<file path="src/rtl/sdcmd_pkg.sv">
package sdcmd_pkg;

    localparam int ROW_W  = 12;
    localparam int ADDR_W = 12;
    localparam int BA_W   = 2;
    localparam int NBANK  = 4;
    localparam int AP_BIT = 10;

    typedef enum logic [2:0] {
        CMD_NOP = 3'd0,
        CMD_ACT = 3'd1,
        CMD_RD  = 3'd2,
        CMD_WR  = 3'd3,
        CMD_PRE = 3'd4,
        CMD_REF = 3'd5,
        CMD_MRS = 3'd6
    } cmd_e;

    typedef struct packed {
        cmd_e              code;
        logic [BA_W-1:0]   bank;
        logic [ADDR_W-1:0] addr;
    } req_t;

    function automatic int col_width(input int data_w);
        case (data_w)
            4:       return 10;
            8:       return 9;
            default: return 8;
        endcase
    endfunction

    function automatic cmd_e decode_pins(input logic rs, input logic cs, input logic we);
        case ({rs, cs, we})
            3'b011:  return CMD_ACT;
            3'b101:  return CMD_RD;
            3'b100:  return CMD_WR;
            3'b010:  return CMD_PRE;
            3'b001:  return CMD_REF;
            3'b000:  return CMD_MRS;
            default: return CMD_NOP;
        endcase
    endfunction

endpackage

</file>
<file path="src/rtl/sdcmd_clkgate.sv">
module sdcmd_clkgate
    import sdcmd_pkg::*;
(
    input  logic clk,
    input  logic rst,
    input  logic ck_en,
    input  logic all_idle_next,
    output logic en,
    output logic frozen,
    output logic pdown
);

    logic cke_q;

    always_ff @(posedge clk) begin
        if (rst) begin
            cke_q <= 1'b1;
            pdown <= 1'b0;
        end else begin
            cke_q <= ck_en;
            pdown <= ~ck_en & all_idle_next;
        end
    end

    assign en     = cke_q;
    assign frozen = ~cke_q;

    AST_PDOWN_FROZEN: assert property (@(posedge clk) disable iff (rst)
        pdown |-> frozen);

endmodule

</file>
<file path="src/rtl/sdcmd_decode.sv">
module sdcmd_decode
    import sdcmd_pkg::*;
(
    input  logic              en,
    input  logic              sel_n,
    input  logic              row_sel_n,
    input  logic              col_sel_n,
    input  logic              write_n,
    input  logic [BA_W-1:0]   bank_in,
    input  logic [ADDR_W-1:0] addr_in,
    output req_t              req
);

    always_comb begin
        req.bank = bank_in;
        req.addr = addr_in;
        if (!en || sel_n)
            req.code = CMD_NOP;
        else
            req.code = decode_pins(row_sel_n, col_sel_n, write_n);
    end

endmodule

</file>
<file path="src/rtl/sdcmd_banks.sv">
module sdcmd_banks
    import sdcmd_pkg::*;
(
    input  logic                        clk,
    input  logic                        rst,
    input  req_t                        req,
    output logic [NBANK-1:0]            active,
    output logic [NBANK-1:0]            active_next,
    output logic [NBANK-1:0][ROW_W-1:0] rows
);

    for (genvar g = 0; g < NBANK; g++) begin : g_bank
        logic hit;
        assign hit = (req.bank == BA_W'(g));

        always_comb begin
            active_next[g] = active[g];
            if (req.code == CMD_ACT && hit)
                active_next[g] = 1'b1;
            else if (req.code == CMD_PRE && (hit || req.addr[AP_BIT]))
                active_next[g] = 1'b0;
        end

        always_ff @(posedge clk) begin
            if (rst) begin
                active[g] <= 1'b0;
                rows[g]   <= '0;
            end else begin
                active[g] <= active_next[g];
                if (req.code == CMD_ACT && hit)
                    rows[g] <= req.addr[ROW_W-1:0];
            end
        end
    end

    AST_BANK_HOLD_NOP: assert property (@(posedge clk) disable iff (rst)
        (req.code == CMD_NOP) |=> $stable(active));

endmodule

</file>
<file path="src/rtl/sdcmd_frontend.sv">
module sdcmd_frontend
    import sdcmd_pkg::*;
#(
    parameter int DATA_W = 8,
    localparam int COL_W = col_width(DATA_W)
) (
    input  logic              clk,
    input  logic              rst,
    input  logic              sel_n,
    input  logic              row_sel_n,
    input  logic              col_sel_n,
    input  logic              write_n,
    input  logic              ck_en,
    input  logic [BA_W-1:0]   bank_in,
    input  logic [ADDR_W-1:0] addr_in,
    output logic              cmd_valid,
    output logic [2:0]        cmd_code,
    output logic [BA_W-1:0]   cmd_bank,
    output logic [ROW_W-1:0]  cmd_row,
    output logic [COL_W-1:0]  cmd_col,
    output logic              cmd_err,
    output logic [NBANK-1:0]  bank_active,
    output logic              frozen,
    output logic              pdown
);

    logic                        en;
    req_t                        req;
    logic [NBANK-1:0]            act_next;
    logic [NBANK-1:0][ROW_W-1:0] rows;
    logic                        is_rw;

    sdcmd_clkgate i_gate (
        .clk           (clk),
        .rst           (rst),
        .ck_en         (ck_en),
        .all_idle_next (~|act_next),
        .en            (en),
        .frozen        (frozen),
        .pdown         (pdown)
    );

    sdcmd_decode i_dec (
        .en        (en),
        .sel_n     (sel_n),
        .row_sel_n (row_sel_n),
        .col_sel_n (col_sel_n),
        .write_n   (write_n),
        .bank_in   (bank_in),
        .addr_in   (addr_in),
        .req       (req)
    );

    sdcmd_banks i_banks (
        .clk         (clk),
        .rst         (rst),
        .req         (req),
        .active      (bank_active),
        .active_next (act_next),
        .rows        (rows)
    );

    assign is_rw = (req.code == CMD_RD) || (req.code == CMD_WR);

    always_ff @(posedge clk) begin
        if (rst) begin
            cmd_valid <= 1'b0;
            cmd_code  <= '0;
            cmd_bank  <= '0;
            cmd_row   <= '0;
            cmd_col   <= '0;
            cmd_err   <= 1'b0;
        end else if (req.code == CMD_NOP) begin
            cmd_valid <= 1'b0;
            cmd_err   <= 1'b0;
        end else begin
            cmd_valid <= 1'b1;
            cmd_code  <= req.code;
            cmd_bank  <= (req.code == CMD_REF) ? '0 : req.bank;
            cmd_col   <= is_rw ? req.addr[COL_W-1:0] : '0;
            cmd_err   <= is_rw && !bank_active[req.bank];
            case (req.code)
                CMD_ACT:        cmd_row <= req.addr[ROW_W-1:0];
                CMD_RD, CMD_WR: cmd_row <= rows[req.bank];
                default:        cmd_row <= '0;
            endcase
        end
    end

    AST_NO_STROBE_FROZEN: assert property (@(posedge clk) disable iff (rst)
        frozen |=> !cmd_valid);

    AST_ERR_WITH_RW: assert property (@(posedge clk) disable iff (rst)
        cmd_err |-> cmd_valid && (cmd_code == 3'(CMD_RD) || cmd_code == 3'(CMD_WR)));

    AST_ACT_OPENS: assert property (@(posedge clk) disable iff (rst)
        (cmd_valid && cmd_code == 3'(CMD_ACT)) |-> bank_active[cmd_bank]);

    AST_PRE_CLOSES: assert property (@(posedge clk) disable iff (rst)
        (cmd_valid && cmd_code == 3'(CMD_PRE)) |-> !bank_active[cmd_bank]);

    AST_PDOWN_IDLE: assert property (@(posedge clk) disable iff (rst)
        pdown |-> (bank_active == '0));

endmodule

</file>
<file path="config.mk">
export PLATFORM = sky130hd
export DESIGN_NAME = sdcmd_frontend
export DESIGN_NICKNAME = d
export VERILOG_FILES = /design/src/rtl/sdcmd_pkg.sv /design/src/rtl/sdcmd_clkgate.sv /design/src/rtl/sdcmd_decode.sv /design/src/rtl/sdcmd_banks.sv /design/src/rtl/sdcmd_frontend.sv
export SDC_FILE = /design/constraint.sdc
export NUM_CORES = 1
export LEC_CHECK = 0
export ABC_AREA = 1
export BUFFER_PORTS_ARGS = -buffer_cell sky130_fd_sc_hd__buf_4
export CAP_MARGIN = 25
export CORE_MARGIN = 5
export CORE_UTILIZATION = 30
export CTS_CLUSTER_DIAMETER = 100
export DETAILED_ROUTE_END_ITERATION = 10
export PLACE_DENSITY_LB_ADDON = 0.25
export SLEW_MARGIN = 20
export SYNTH_ARGS = -nofsm -noshare
export SYNTH_HDL_FRONTEND = slang
export SYNTH_HIERARCHICAL = 1
export SYNTH_SLANG_ARGS = --single-unit
</file>
<file path="constraint.sdc">
create_clock -name clk -period 2.4 [get_ports clk]
set_clock_uncertainty 0.1 [all_clocks]
set_input_delay 0.24 -clock clk [delete_from_list [all_inputs] [get_ports clk]]
set_output_delay 0.24 -clock clk [all_outputs]
set_load 0.02 [all_outputs]
</file>
-- Yosys cells after proc, flatten, opt, wreduce, memory -nomap -nowiden
Index checks and enable logic that the tools add are counted.
- output and inout bits: 34
- logic and storage cells: 75
- bits of input ports: 21
- flip-flop bits (word level): 82
- $lt $le $gt $ge: 1
- reductions and logical operators: 24
- muxes and demuxes: 18
- bitwise gates (word level): 3
- equal/unequal tests: 13
- operator list (kind ; count):
    binary-select mux 12 bit (select 2 bit) ; 1
    case mux 12 bit (2 select lines) ; 1
    case mux 3 bit (6 select lines) ; 1
    equality test 3 x 2 -> 1 bit (second input constant) ; 4
    equality test 3 bit (second input constant) ; 4
    2-to-1 mux 12 bit ; 1
    2-to-1 mux 1 bit ; 10
    logical AND 1 bit ; 9
    2-to-1 mux 9 bit ; 1
    equality test 3 x 1 -> 1 bit (second input constant) ; 2
    logical NOT 3 bit ; 2
    logical OR 1 bit ; 6
    equality test 2 bit (second input constant) ; 2
    OR reduction 2 bit ; 2
    OR reduction 4 bit ; 1
    logical NOT 1 bit ; 3
    less-than comparator 2 x 3 -> 1 bit (second input constant) ; 1
    2-to-1 mux 3 bit ; 1
    binary-select mux 1 bit (select 2 bit) ; 1
    equality test 2 x 1 -> 1 bit (second input constant) ; 1
    logical NOT 2 bit ; 1
    2-to-1 mux 2 bit ; 1
    NOT 1 bit ; 2
    AND 1 bit ; 1

-- Longest topological paths before layout
Gate-level depths: netlist (run 1).
- depth after elaboration: 10
- gate-level depth with buffers: 12
- mapped depth without buffers: 12

-- Cells and area by module
Netlist (run 1), hierarchy kept.
- by module, submodules not included (module ; times used ; sequential area each (um2) ; cells each ; area an instance (um2)):
    sdcmd_banks ; 1 ; 1041.0 ; 320 ; 2170.8
    sdcmd_frontend ; 1 ; 560.5 ; 282 ; 1679.1
    sdcmd_decode ; 1 ; 0.0 ; 24 ; 161.4
    sdcmd_clkgate ; 1 ; 40.0 ; 7 ; 61.3

-- Worst setup path after synthesis (run 1)
Ideal clock, no wire load.
- path kind: reg-to-reg
- start: reg i_gate.cke_q (netlist: i_gate/en)
- end: reg i_gate.pdown
- data arrival time: 1791 ps
- setup time: 64 ps
- data required time: 2236 ps
- period minus slack after synthesis: 1955 ps
- slack: 445 ps
- path buffers: 0
- stages on the path, launching flop included: 11
- cell sequence: dfxtp_1 -> nand3_1 -> a21oi_1 -> nand2_1 -> nor2_1 -> nand2_1 -> nand2_1 -> nand2_1 -> nor4_1 -> nand2_1 -> nor2_1
- RTL lines (item ; RTL line ; text):
    from (decl) ; sdcmd_clkgate.sv:13 ; logic cke_q;
    from (signal assigned) ; sdcmd_clkgate.sv:20 ; cke_q <= ck_en;
    to (signal assigned) ; sdcmd_clkgate.sv:21 ; pdown <= ~ck_en & all_idle_next;
    to (decl) ; sdcmd_clkgate.sv:10 ; output logic pdown

==> summary.md, run 1 <==
| Metric | Value |
|---|---|
| Drt initial violations | roughly 380 |
| Skew-Pair Late Insertion Delay | 0.34 ns |
| Hpwl dp | 8.30 mm |
| CP required | 2.57 ns |
| Max-cap viol count | 0 |
| Clock sink count | 82 |
| Via density | 4.62 |
| Layout Nets | just under 700 |
| Top cells by count, synth | nand2_1 (171), nor2_1 (105), dfxtp_1 (82), inv_1 (76), nand3_1 (76) |
| Hold Path Class | primary input to flip-flop |
| Max Buffers Root-to-Sink | 2 |
| Routed wire per std cell | 14.3 µm |
| WHS | 0.0857 ns |
| Die width | 127 µm |
| IO Pins | 55 |
| Setup-failing EPs final | 0 |
| Synth top area share | 0.403 |
| Grt ovf | 0 |
| Core area | 0.0133 mm² |
| Worst-case reg-to-reg path depth | 7 |
| Hold Fails Final Rpt | 0 |
| DR DRC count | 0 |
| Reg2reg end | cmd_col[5] |
| CTS buffer count | 9 |
| Area delta synth->final | 18.0% |
| Asr flop ratio synth | 0 |
| First-pass GRT wire length | 19.7 mm |
| GP Congestion | 0.832 |
| Yosys reg bits | between 80 and 90 |
| Rows | 42 |
| Htree depth | 3 |
| Syn Inst Count | roughly 630 |
| Die height | ~130 µm |
| Die ar. | 0.0160 mm² |
| I/O Buffers | between 50 and 60 |
| Root buf cell | clkbuf_16 |
| Synth unique cells | 24 |
| Pins Over Slew Limit | 0 |
| CP Class | flip-flop to flip-flop |
| Ys flop type | dfxtp_1 |
| Sequential-to-total area share from yosys stat | 0.403 |
| Final non-filler cell total | roughly 840 |
| R2R Path Start | i_gate/en |
| Syn Area/Cell | about 6.4 µm² |
| Fin Setup TNS | 0 ns |
| Pwr dens | 710 mW/mm² |
| Critical path launch point type | flip-flop |
| Total track usage | 0.153 |
| Post-route ant nets | 0 |
| Worst-path clk slew | 0.07 ns |
| Post-synthesis cell area | about 0.0041 mm² |
| Max FO, Critical Path | 15 |
| DRT Pass-1 Iters | 5 |
| Yosys warning count | 6 |
| Post-CTS Resized | 0 |
| Starting density of the core | 0.306 |
| Sum of routed wire length over all layers | 12.1 mm |
| Worst Hold End | cmd_col[7] |
| Worst slew pin tran | 0.641 ns |
| Status | complete, no violations |
| Initial antenna violation count | 0 |
| Via count | 3898 |
| Relative slew slack | 0.572 |
| Flop2flop setup slack | 0.40 ns |
| Final Power | 3.41 mW |
| Most frequent cell after synthesis | nand2_1 |
| Hold path startpoint | addr_in[7] |
| Lkg Pwr | 2.17 nW |
| RSZ-0062 raised after global routing | false |
| Fmax | 499 MHz |
| CP Capture Type | flip-flop |
| Arrival time at the worst endpoint | 2.17 ns |
| Inserted Diodes | 0 |
| Largest net degree at the start of global routing | 49 |
| Post-synth EDFFs | 0 |
| Placed insts | 826 |
| Number of global-route vias before repair | about 3800 |
| Dominant cells by area after synthesis | dfxtp_1 (40%), nand2_1 (16%), nor2_1 (9.7%) |
| VDD IR-drop max | approximately 0.35 mV |
| Syn nets | 654 |
| Hold path depth | 3 |
| Tcrit/Tclk final | 0.834 |
| CTS tree | yes |
| Layout cell share with drive strength beyond 1 | 0.144 |
| Tmin final | 2.00 ns |
| Fillers | 1478 |
| Leading area contributor after synthesis | dfxtp_1 |
## flip-flops by register name (all words and copies together) (netlist names)
register and cells:
cmd_bank 2, cmd_code 3, cmd_col 9, cmd_err 1, cmd_row 12, cmd_valid 1
i_banks/active 4, i_banks/rows 48, i_gate/en 1, i_gate/pdown 1
## through the flow
step                worst slack (ns)  utilization  instance area (µm²)
finish                         0.397        0.361                 4800
detailed placement             0.340        0.336                 4470
global route                   0.228        0.361                 4800
floorplan                      0.445            -                 4070
global placement               0.388        0.336                 4470
CTS                            0.393        0.361                 4800
## worst max path at each step
stage,startpoint,to,slack [ns],cells after the start
floorplan,i_gate/en,i_gate/pdown,0.45,10
global placement,sel_n,cmd_row[5],0.39,9
detailed placement,sel_n,cmd_col[5],0.34,9
CTS,i_gate/en,cmd_col[5],0.39,7
global route,i_gate/en,cmd_col[5],0.23,7
finish,i_gate/en,cmd_col[5],0.40,7
## worst max-delay path, stage by stage (launching register included)
cell and delay, ns:
dfxtp_1 0.34, nand2_1 0.10, nor3b_2 0.42, inv_1 0.17, nor2_2 0.27, buf_4 0.28
nand2_1 0.08, a21oi_1 0.17
## cell type report
cell class / count / area (µm²) / share of cell area
Multi-Input combinational cell: 424 / 1820 / 0.379
Sequential cell: 82 / 1640 / 0.342
Clock buffer: 9 / 225 / 0.0469
Clock inverter: 7 / 100 / 0.0208
Inverter: 79 / 300 / 0.0625
Tap cell: 176 / 220 / 0.0458
Timing Repair Buffer: 66 / 498 / 0.104
## kinds of logic after synthesis
| kind of cell | Yosys count | synth area share |
|---|---|---|
| DFF | 82 | 0.403 |
| buffers and inverters | 127 | 0.150 |
| AOI/OAI and AO/OA | 59 | 0.0737 |
| and+or+nand+nor | 365 | 0.373 |
## placed cells by master, fill, tap and decap left out
cell           Yosys  layout
clkinv_4           0       2
nor2_1           105     105
nor3_4             1       1
nand2_1          171     171
clkbuf_16          0       9
nor2_4             1       1
buf_4             24      65
a21oi_1           31      31
dfxtp_1           82      82
o21ai_0           26      26
clkinv_2           1       2
inv_2              1       1
nand2_2            3       3
inv_1             76      76
nor4_1             1       1
a21oi_2            1       1
nor2_2             5       5
nor3b_2            1       1
bufinv_16          0       2
inv_6              0       2
or2_1              1       1
nand3_1           76      76
inv_4              1       1
dlygate4sd3_1      0       1
o22ai_1            1       1
## timing repair
action / in CTS / in global routing
buffers inserted: 0 / 0
endpoints found under the setup margin: 0 / 0
hold buffers: 1 / 0
endpoints found under the hold margin: 1 / 0
## per-layer routing
| metal | track usage | wire length (µm) | vias up |
|---|---|---|---|
| met3 | 0.0349 | 662 | 15 |
| met1 | 0.197 | 5460 | 1809 |
| met2 | 0.255 | 5740 | 89 |
| li1 | - | - | 1985 |
| met4 | 0.0448 | 187 | 0 |
| met5 | 0 | 0 | - |
## where the power goes
part / switching, mW / internal [mW]
logic: 0.303 / 0.154
registers: 0.0299 / 1.41
clock network: 0.592 / 0.921
Power figures use the tool's default switching activity.
==> run 2: changes to the inputs <==
- clock period: 2.4 -> 1.6 ns (I/O delays scaled with it)
==> run 2 against run 1 <==
The run now ends with setup timing left. Non-clock buffer count increased by 31. Cell area grew 13%. Sequential share of layout area fell by 3.8 points. Cell count increased by 3.8%. Register-to-register slack worse by 0.46 ns. Combinational power rose by 88%. Sequential power grew 50%. Count of clock-buffer cells in the layout rose by 2. Die area unchanged. Utilization up 4.6 points. Clock power up 55%. Flip-flop and latch count unchanged. Largest cell class unchanged. Largest power group unchanged.
==> summary.md, run 2 (synthesis results as in run 1) <==
| Metric | Value |
|---|---|
| Largest net degree at the start of global routing | 49 (unchanged) |
| Total track usage | 0.152 (was 0.153) |
| Via density | 4.59 (was 4.62) |
| Hpwl dp | 7.90 mm (was 8.30 mm) |
| Routed wire per std cell | 14.0 µm (was 14.3 µm) |
| Drt initial violations | 407 (was 375) |
| Layout Nets | 715 (was 683) |
| Inserted Diodes | 0 (unchanged) |
| Core area | 0.0133 mm² (unchanged) |
| Tcrit/Tclk final | 1.04 (was 0.834) |
| Rows | 42 (unchanged) |
| Failing checks | setup timing |
| Lkg Pwr | 2.40 nW (was 2.17 nW) |
| DRT Pass-1 Iters | 4 (was 5) |
| Die height | 127 µm (unchanged) |
| Setup-failing EPs final | 28 (was 0) |
| Largest Register | i_banks/rows (unchanged) |
| Worst-path clk slew | 0.06 ns (was 0.07 ns) |
| Relative slew slack | 0.670 (was 0.572) |
| CP Capture Type | flip-flop (unchanged) |
| Tmin final | 1.67 ns (was 2.00 ns) |
| Hold path startpoint | addr_in[4] (was addr_in[7]) |
| Grt ovf | 0 (unchanged) |
| Largest register FFs | 48 (unchanged) |
| Post-route ant nets | 0 (unchanged) |
| Fmax | 600 MHz (was 499 MHz) |
| Pins Over Slew Limit | 0 (unchanged) |
| DR DRC count | 0 (unchanged) |
| Reg2reg end | cmd_row[3] (was cmd_col[5]) |
| Die width | 127 µm (unchanged) |
| Critical path launch point type | flip-flop (unchanged) |
| Initial antenna violation count | 0 (unchanged) |
| CP peak stage delay | 0.36 ns (was 0.42 ns) |
| Arrival time at the worst endpoint | 1.84 ns (was 2.17 ns) |
| Setup ws final | -0.0671 ns (was 0.397 ns) |
| Crit-path cells | nand2_4 > nor3b_4 > buf_4 > buf_6 > nor2_4 > nand2_4 > clkbuf_16 > o21ai_0 > a21oi_1 (was nand2_1 > nor3b_2 > inv_1 > nor2_2 > buf_4 > nand2_1 > a21oi_1) |
| Die ar. | 0.0160 mm² (unchanged) |
| Via count | 4015 (was 3898) |
| R2R Path Start | i_gate/en (unchanged) |
| Most common cell after layout, fill and taps aside | nand2_1 (unchanged) |
| Htree depth | 3 (unchanged) |
| Buf/Inv on CP | 3 (was 2) |
| Skew-Pair Late Insertion Delay | 0.34 ns (about the same) |
| Starting density of the core | 0.306 (unchanged) |
| Max Buffers Root-to-Sink | 2 (unchanged) |
| Slowest stage cell, crit path | dfxtp_4 (was nor3b_2) |
| CP required | 1.77 ns (was 2.57 ns) |
| VDD IR-drop max | 0.472 mV (was 0.347 mV) |
| Worst slack, placed | -0.248 ns (was 0.340 ns) |
| Commonest cells after routing, fill and taps aside | nand2_1 (161), nor2_1 (104), dfxtp_1 (81) (was nand2_1 (171), nor2_1 (105), dfxtp_1 (82)) |
| Dpl cell area | 0.00463 mm² (was 0.00447 mm²) |
| Worst Hold End | cmd_col[4] (was cmd_col[7]) |
| Pwr dens | 990 mW/mm² (was 710 mW/mm²) |
| CTS tree | yes (unchanged) |
| Status | finished with violations (was complete, no violations) |
| CP delay by family, top | simple AND/OR/NAND/NOR gates (unchanged) |
| Number of global-route vias before repair | 3888 (was 3822) |
| I/O Buffers | 54 (unchanged) |
| Max FO, Critical Path | 7 (was 15) |
| Worst-case reg-to-reg path depth | 9 (was 7) |
| Area delta synth->final | 33.1% (was 18.0%) |
| CTS buffer count | 9 (unchanged) |
| Fin area | 0.00542 mm² (was 0.00480 mm²) |
| Most numerous cell on the critical path | nand2_4 (was nand2_1) |
| First-pass GRT wire length | 19.6 mm (was 19.7 mm) |
| Sum of routed wire length over all layers | 12.3 mm (was 12.1 mm) |
| GP Congestion | 0.801 (was 0.832) |
| Hold Fails Final Rpt | 0 (unchanged) |
| CP Class | flip-flop to flip-flop (unchanged) |
| Root buf cell | clkbuf_16 (unchanged) |
| Clock sink count | 82 (unchanged) |
| Hold Path Class | primary input to flip-flop (unchanged) |
| Hold path depth | 3 (unchanged) |
| RSZ-0062 raised after global routing | true (was false) |
| Flop2flop setup slack | -0.07 ns (was 0.40 ns) |
| Layout cell share with drive strength beyond 1 | 0.226 (was 0.144) |
| Largest registers | i_banks/rows: 48 flops, cmd_row: 12 flops, cmd_col: 9 flops (unchanged) |
| Max-cap viol count | 0 (unchanged) |
| Worst slew pin tran | 0.495 ns (was 0.641 ns) |
| IO Pins | 55 (unchanged) |
-- run 2: cell count changes in the layout (fill, tap and decap cells not counted), sizes merged --
cell	delta
buf	+28
bufinv	+1
clkbuf	+4
clkinv	-2
clkinvlp	+1
dlygate4sd3	+1
inv	-1
-- run 2: how the worst max path moves through the flow --
stage,from,endpoint,slack (ns),cells after the start
floorplan,i_gate/en,i_gate/pdown,-0.02,10
global placement,col_sel_n,i_banks/rows[31],-0.25,10
detailed placement,row_sel_n,i_banks/rows[28],-0.25,10
CTS,i_gate/en,i_gate/pdown,-0.02,10
global route,i_gate/en,i_gate/pdown,-0.20,11
finish,i_gate/en,cmd_row[3],-0.07,9
-- run 2: worst min-delay path, cell delays in order --
cell and delay [ns]:
buf_4 0.12, nand2_1 0.06, a21oi_1 0.05
-- run 2: power by group --
group	internal, mW	switching, mW	total (mW)
Combinational	0.338	0.521	0.859
Clock	1.52	0.821	2.34
Sequential	2.12	0.0446	2.16
-- run 2: layout make-up --
type | instances | area [µm²]
fillers | 1384 | 7880
multi-input cells | 424 | 2020
flip-flops and latches | 82 | 1650
repair buffers | 97 | 893
inverters | 79 | 304
clock buffers | 11 | 233
well taps | 176 | 220
clock inverters | 5 | 103
repair inverters | 1 | 6.26
-- run 2: what timing repair did --
| action | CTS | global route |
|---|---|---|
| resized for setup | 21 | 41 |
| endpoints found under the hold margin | 3 | 0 |
| buffers inserted | 9 | 4 |
| gates cloned | 1 | 3 |
| pin swaps | 10 | 4 |
| setup endpoints to repair | 69 | 75 |
| hold buffers | 2 | 0 |
-- run 2: metrics by stage --
stage          hold WS, ns  instances   util  TNS (ns)  power (mW)
6_report           0.00512        875  0.408    -0.844        5.37
5_1_grt             0.0115        875  0.408     -4.63        5.57
4_1_cts            0.00175        868  0.393   -0.0212        5.33
3_5_place_dp         0.260        840  0.348    -10.48        2.94
3_3_place_gp         0.257        840  0.348     -9.66        2.93
2_1_floorplan        0.129        633      -   -0.0216        2.68
-- run 2: per-layer routing --
layer,vias to the layer above,share of wire,GRT usage
met4,0,0.013,0.0681
met5,-,0,0
li1,2051,-,-
met1,1829,0.44,0.195
met2,120,0.48,0.254
met3,15,0.070,0.0189
==> run 3: changes to the inputs <==
- SKIP_CTS_REPAIR_TIMING: default -> 1
==> run 3 against run 2 <==
The run still ends with setup timing left. Count of clock-buffer cells in the layout unchanged. First-iteration DRC count down 14%. Flip-flop and latch count unchanged. Worst setup slack better by 0.021 ns. Via count down 0.77%. Critical endpoint is now i_gate/pdown. Fmax up 1.3%. Combinational power down 6.2%. Register-to-register slack better by 0.02 ns. Cell count down 1.1%. Cell area down 3.3%. Sequential power about the same.
==> summary.md, run 3 (synthesis results as in run 1) <==
| Metric | Value |
|---|---|
| Status | finished with violations (unchanged) |
| Failing checks | setup timing (unchanged) |
| Pins Over Slew Limit | 0 (unchanged) |
| Total track usage | 0.146 (was 0.152) |
| Die width | 127 µm (unchanged) |
| Rows | 42 (unchanged) |
| DRT Pass-1 Iters | 5 (was 4) |
| GP Congestion | 0.801 (unchanged) |
| CTS buffer count | 9 (unchanged) |
| Critical path launch point type | flip-flop (unchanged) |
| Hold Fails Final Rpt | 0 (unchanged) |
| Largest Register | i_banks/rows (unchanged) |
| VDD IR-drop max | 0.515 mV (was 0.472 mV) |
| Max FO, Critical Path | 4 (was 7) |
| Starting density of the core | 0.306 (unchanged) |
| Layout cell share with drive strength beyond 1 | 0.213 (was 0.226) |
| Crit-path cells | nand3_2 > a21oi_4 > nand2_2 > nor2_4 > nand2_2 > nand2_2 > nand2_2 > nor4_4 > nand2_1 > nor2_1 (was nand2_4 > nor3b_4 > buf_4 > buf_6 > nor2_4 > nand2_4 > clkbuf_16 > o21ai_0 > a21oi_1) |
| Initial antenna violation count | 0 (unchanged) |
| Core area | 0.0133 mm² (unchanged) |
| Core Util, Final | 0.394 (was 0.408) |
| Lkg Pwr | 2.32 nW (was 2.40 nW) |
| CTS tree | yes (unchanged) |
| Worst-path clk slew | 0.06 ns (about the same) |
| Area delta synth->final | 28.7% (was 33.1%) |
| CP delay by family, top | simple AND/OR/NAND/NOR gates (unchanged) |
| Via density | 4.61 (was 4.59) |
| Inserted Diodes | 0 (unchanged) |
| Die ar. | 0.0160 mm² (unchanged) |
| Tcrit/Tclk final | 1.03 (was 1.04) |
| Max-cap viol count | 0 (unchanged) |
| I/O Buffers | 54 (unchanged) |
| Largest net degree at the start of global routing | 49 (unchanged) |
| Worst slew pin tran | 0.503 ns (was 0.495 ns) |
| Drt initial violations | 349 (was 407) |
| CP required | 1.77 ns (about the same) |
| Setup-failing EPs final | 38 (was 28) |
| Via count | 3984 (was 4015) |
| Layout Nets | 705 (was 715) |
| Largest registers | i_banks/rows: 48 flops, cmd_row: 12 flops, cmd_col: 9 flops (unchanged) |
| Number of global-route vias before repair | 3751 (was 3888) |
| Hpwl dp | 7.90 mm (unchanged) |
| Commonest cells after routing, fill and taps aside | nand2_1 (160), nor2_1 (104), dfxtp_1 (81) (was nand2_1 (161), nor2_1 (104), dfxtp_1 (81)) |
| Buf/Inv on CP | 0 (was 3) |
| Most numerous cell on the critical path | nand2_2 (was nand2_4) |
| Post-route ant nets | 0 (unchanged) |
| Max Buffers Root-to-Sink | 2 (unchanged) |
| Area of the multi-input gates | 0.00198 mm² (was 0.00202 mm²) |
| Relative slew slack | 0.665 (was 0.670) |
| CP peak stage delay | 0.34 ns (was 0.36 ns) |
| Most common cell after layout, fill and taps aside | nand2_1 (unchanged) |
| Pwr dens | 1010 mW/mm² (was 990 mW/mm²) |
| Register area | 0.00164 mm² (was 0.00165 mm²) |
| IO Pins | 55 (unchanged) |
| Die height | 127 µm (unchanged) |
| Routed wire per std cell | 13.7 µm (was 14.0 µm) |
| Htree depth | 3 (unchanged) |
| CP Capture Type | flip-flop (unchanged) |
| Hold Path Class | primary input to flip-flop (unchanged) |
| CP Class | flip-flop to flip-flop (unchanged) |
| Sum of routed wire length over all layers | 11.8 mm (was 12.3 mm) |
| DR DRC count | 0 (unchanged) |
| First-pass GRT wire length | 18.9 mm (was 19.6 mm) |
| Clock sink count | 82 (unchanged) |
| Largest register FFs | 48 (unchanged) |
| Skew-Pair Late Insertion Delay | 0.34 ns (about the same) |
| Tmin final | 1.65 ns (was 1.67 ns) |
| Fin Setup TNS | -0.490 ns (was -0.844 ns) |
| Setup ws final | -0.0457 ns (was -0.0671 ns) |
| Fillers | 1403 (was 1384) |
| RSZ-0062 raised after global routing | true (unchanged) |
| Root buf cell | clkbuf_16 (unchanged) |
| Slowest stage cell, crit path | dfxtp_2 (was dfxtp_4) |
| Arrival time at the worst endpoint | 1.81 ns (was 1.84 ns) |
| Grt ovf | 0 (unchanged) |
| Fmax | 608 MHz (was 600 MHz) |
## run 3: cell count changes in the layout (fill, tap and decap cells not counted), sizes merged
cell / before / now
clkbuf: 13 / 12
clkinv: 2 / 1
buf: 93 / 86
dlygate4sd3: 2 / 1
## run 3: stage by stage
step                      power [mW]  instance area [µm²]  cells  setup slack, ns  hold slack [ns]
final                           5.31                 5240    865          -0.0457          0.00746
after global routing            5.51                 5240    865           -0.171           0.0112
after CTS                       5.28                 4960    856           -0.259          -0.0871
after detailed placement        2.94                 4630    840           -0.248            0.260
after global placement          2.93                 4630    840           -0.246            0.257
after floorplan                 2.68                 4110    633          -0.0216            0.129
## run 3: path summary, 6_finish.rpt
path                    from            to  slack (ns)  cells after the start
hold / removal    addr_in[7]    cmd_col[7]       0.007                      3
setup / recovery   i_gate/en  i_gate/pdown       -0.05                     10
hold reg to reg   cmd_col[4]    cmd_col[4]        0.36                      2
setup reg to reg   i_gate/en  i_gate/pdown       -0.05                     10
## run 3: worst register-to-register path: cells and delay by family (launching register included)
| family | cells | cell delay (ns) |
|---|---|---|
| flip-flops | 1 | 0.34 |
| AO/OA/AOI/OAI | 1 | 0.16 |
| AND/OR/NAND/NOR | 9 | 0.97 |
## run 3: where the power goes
part	internal, mW	total (mW)	switching, mW
Sequential	2.12	2.16	0.0417
Combinational	0.306	0.806	0.500
Clock	1.52	2.34	0.816
## run 3: per-layer routing
layer,vias to the layer above,GRT usage,routed length (µm)
met1,1830,0.190,5390
met5,-,0,0
met3,16,0.0168,608
met4,0,0.0612,225
met2,109,0.244,5620
li1,2029,-,-
## run 3: layout make-up
type	instances	area share
multi-input cells	424	0.378
flip-flops and latches	82	0.313
repair buffers	88	0.145
inverters	79	0.0575
clock buffers	11	0.0444
well taps	176	0.0420
clock inverters	5	0.0196
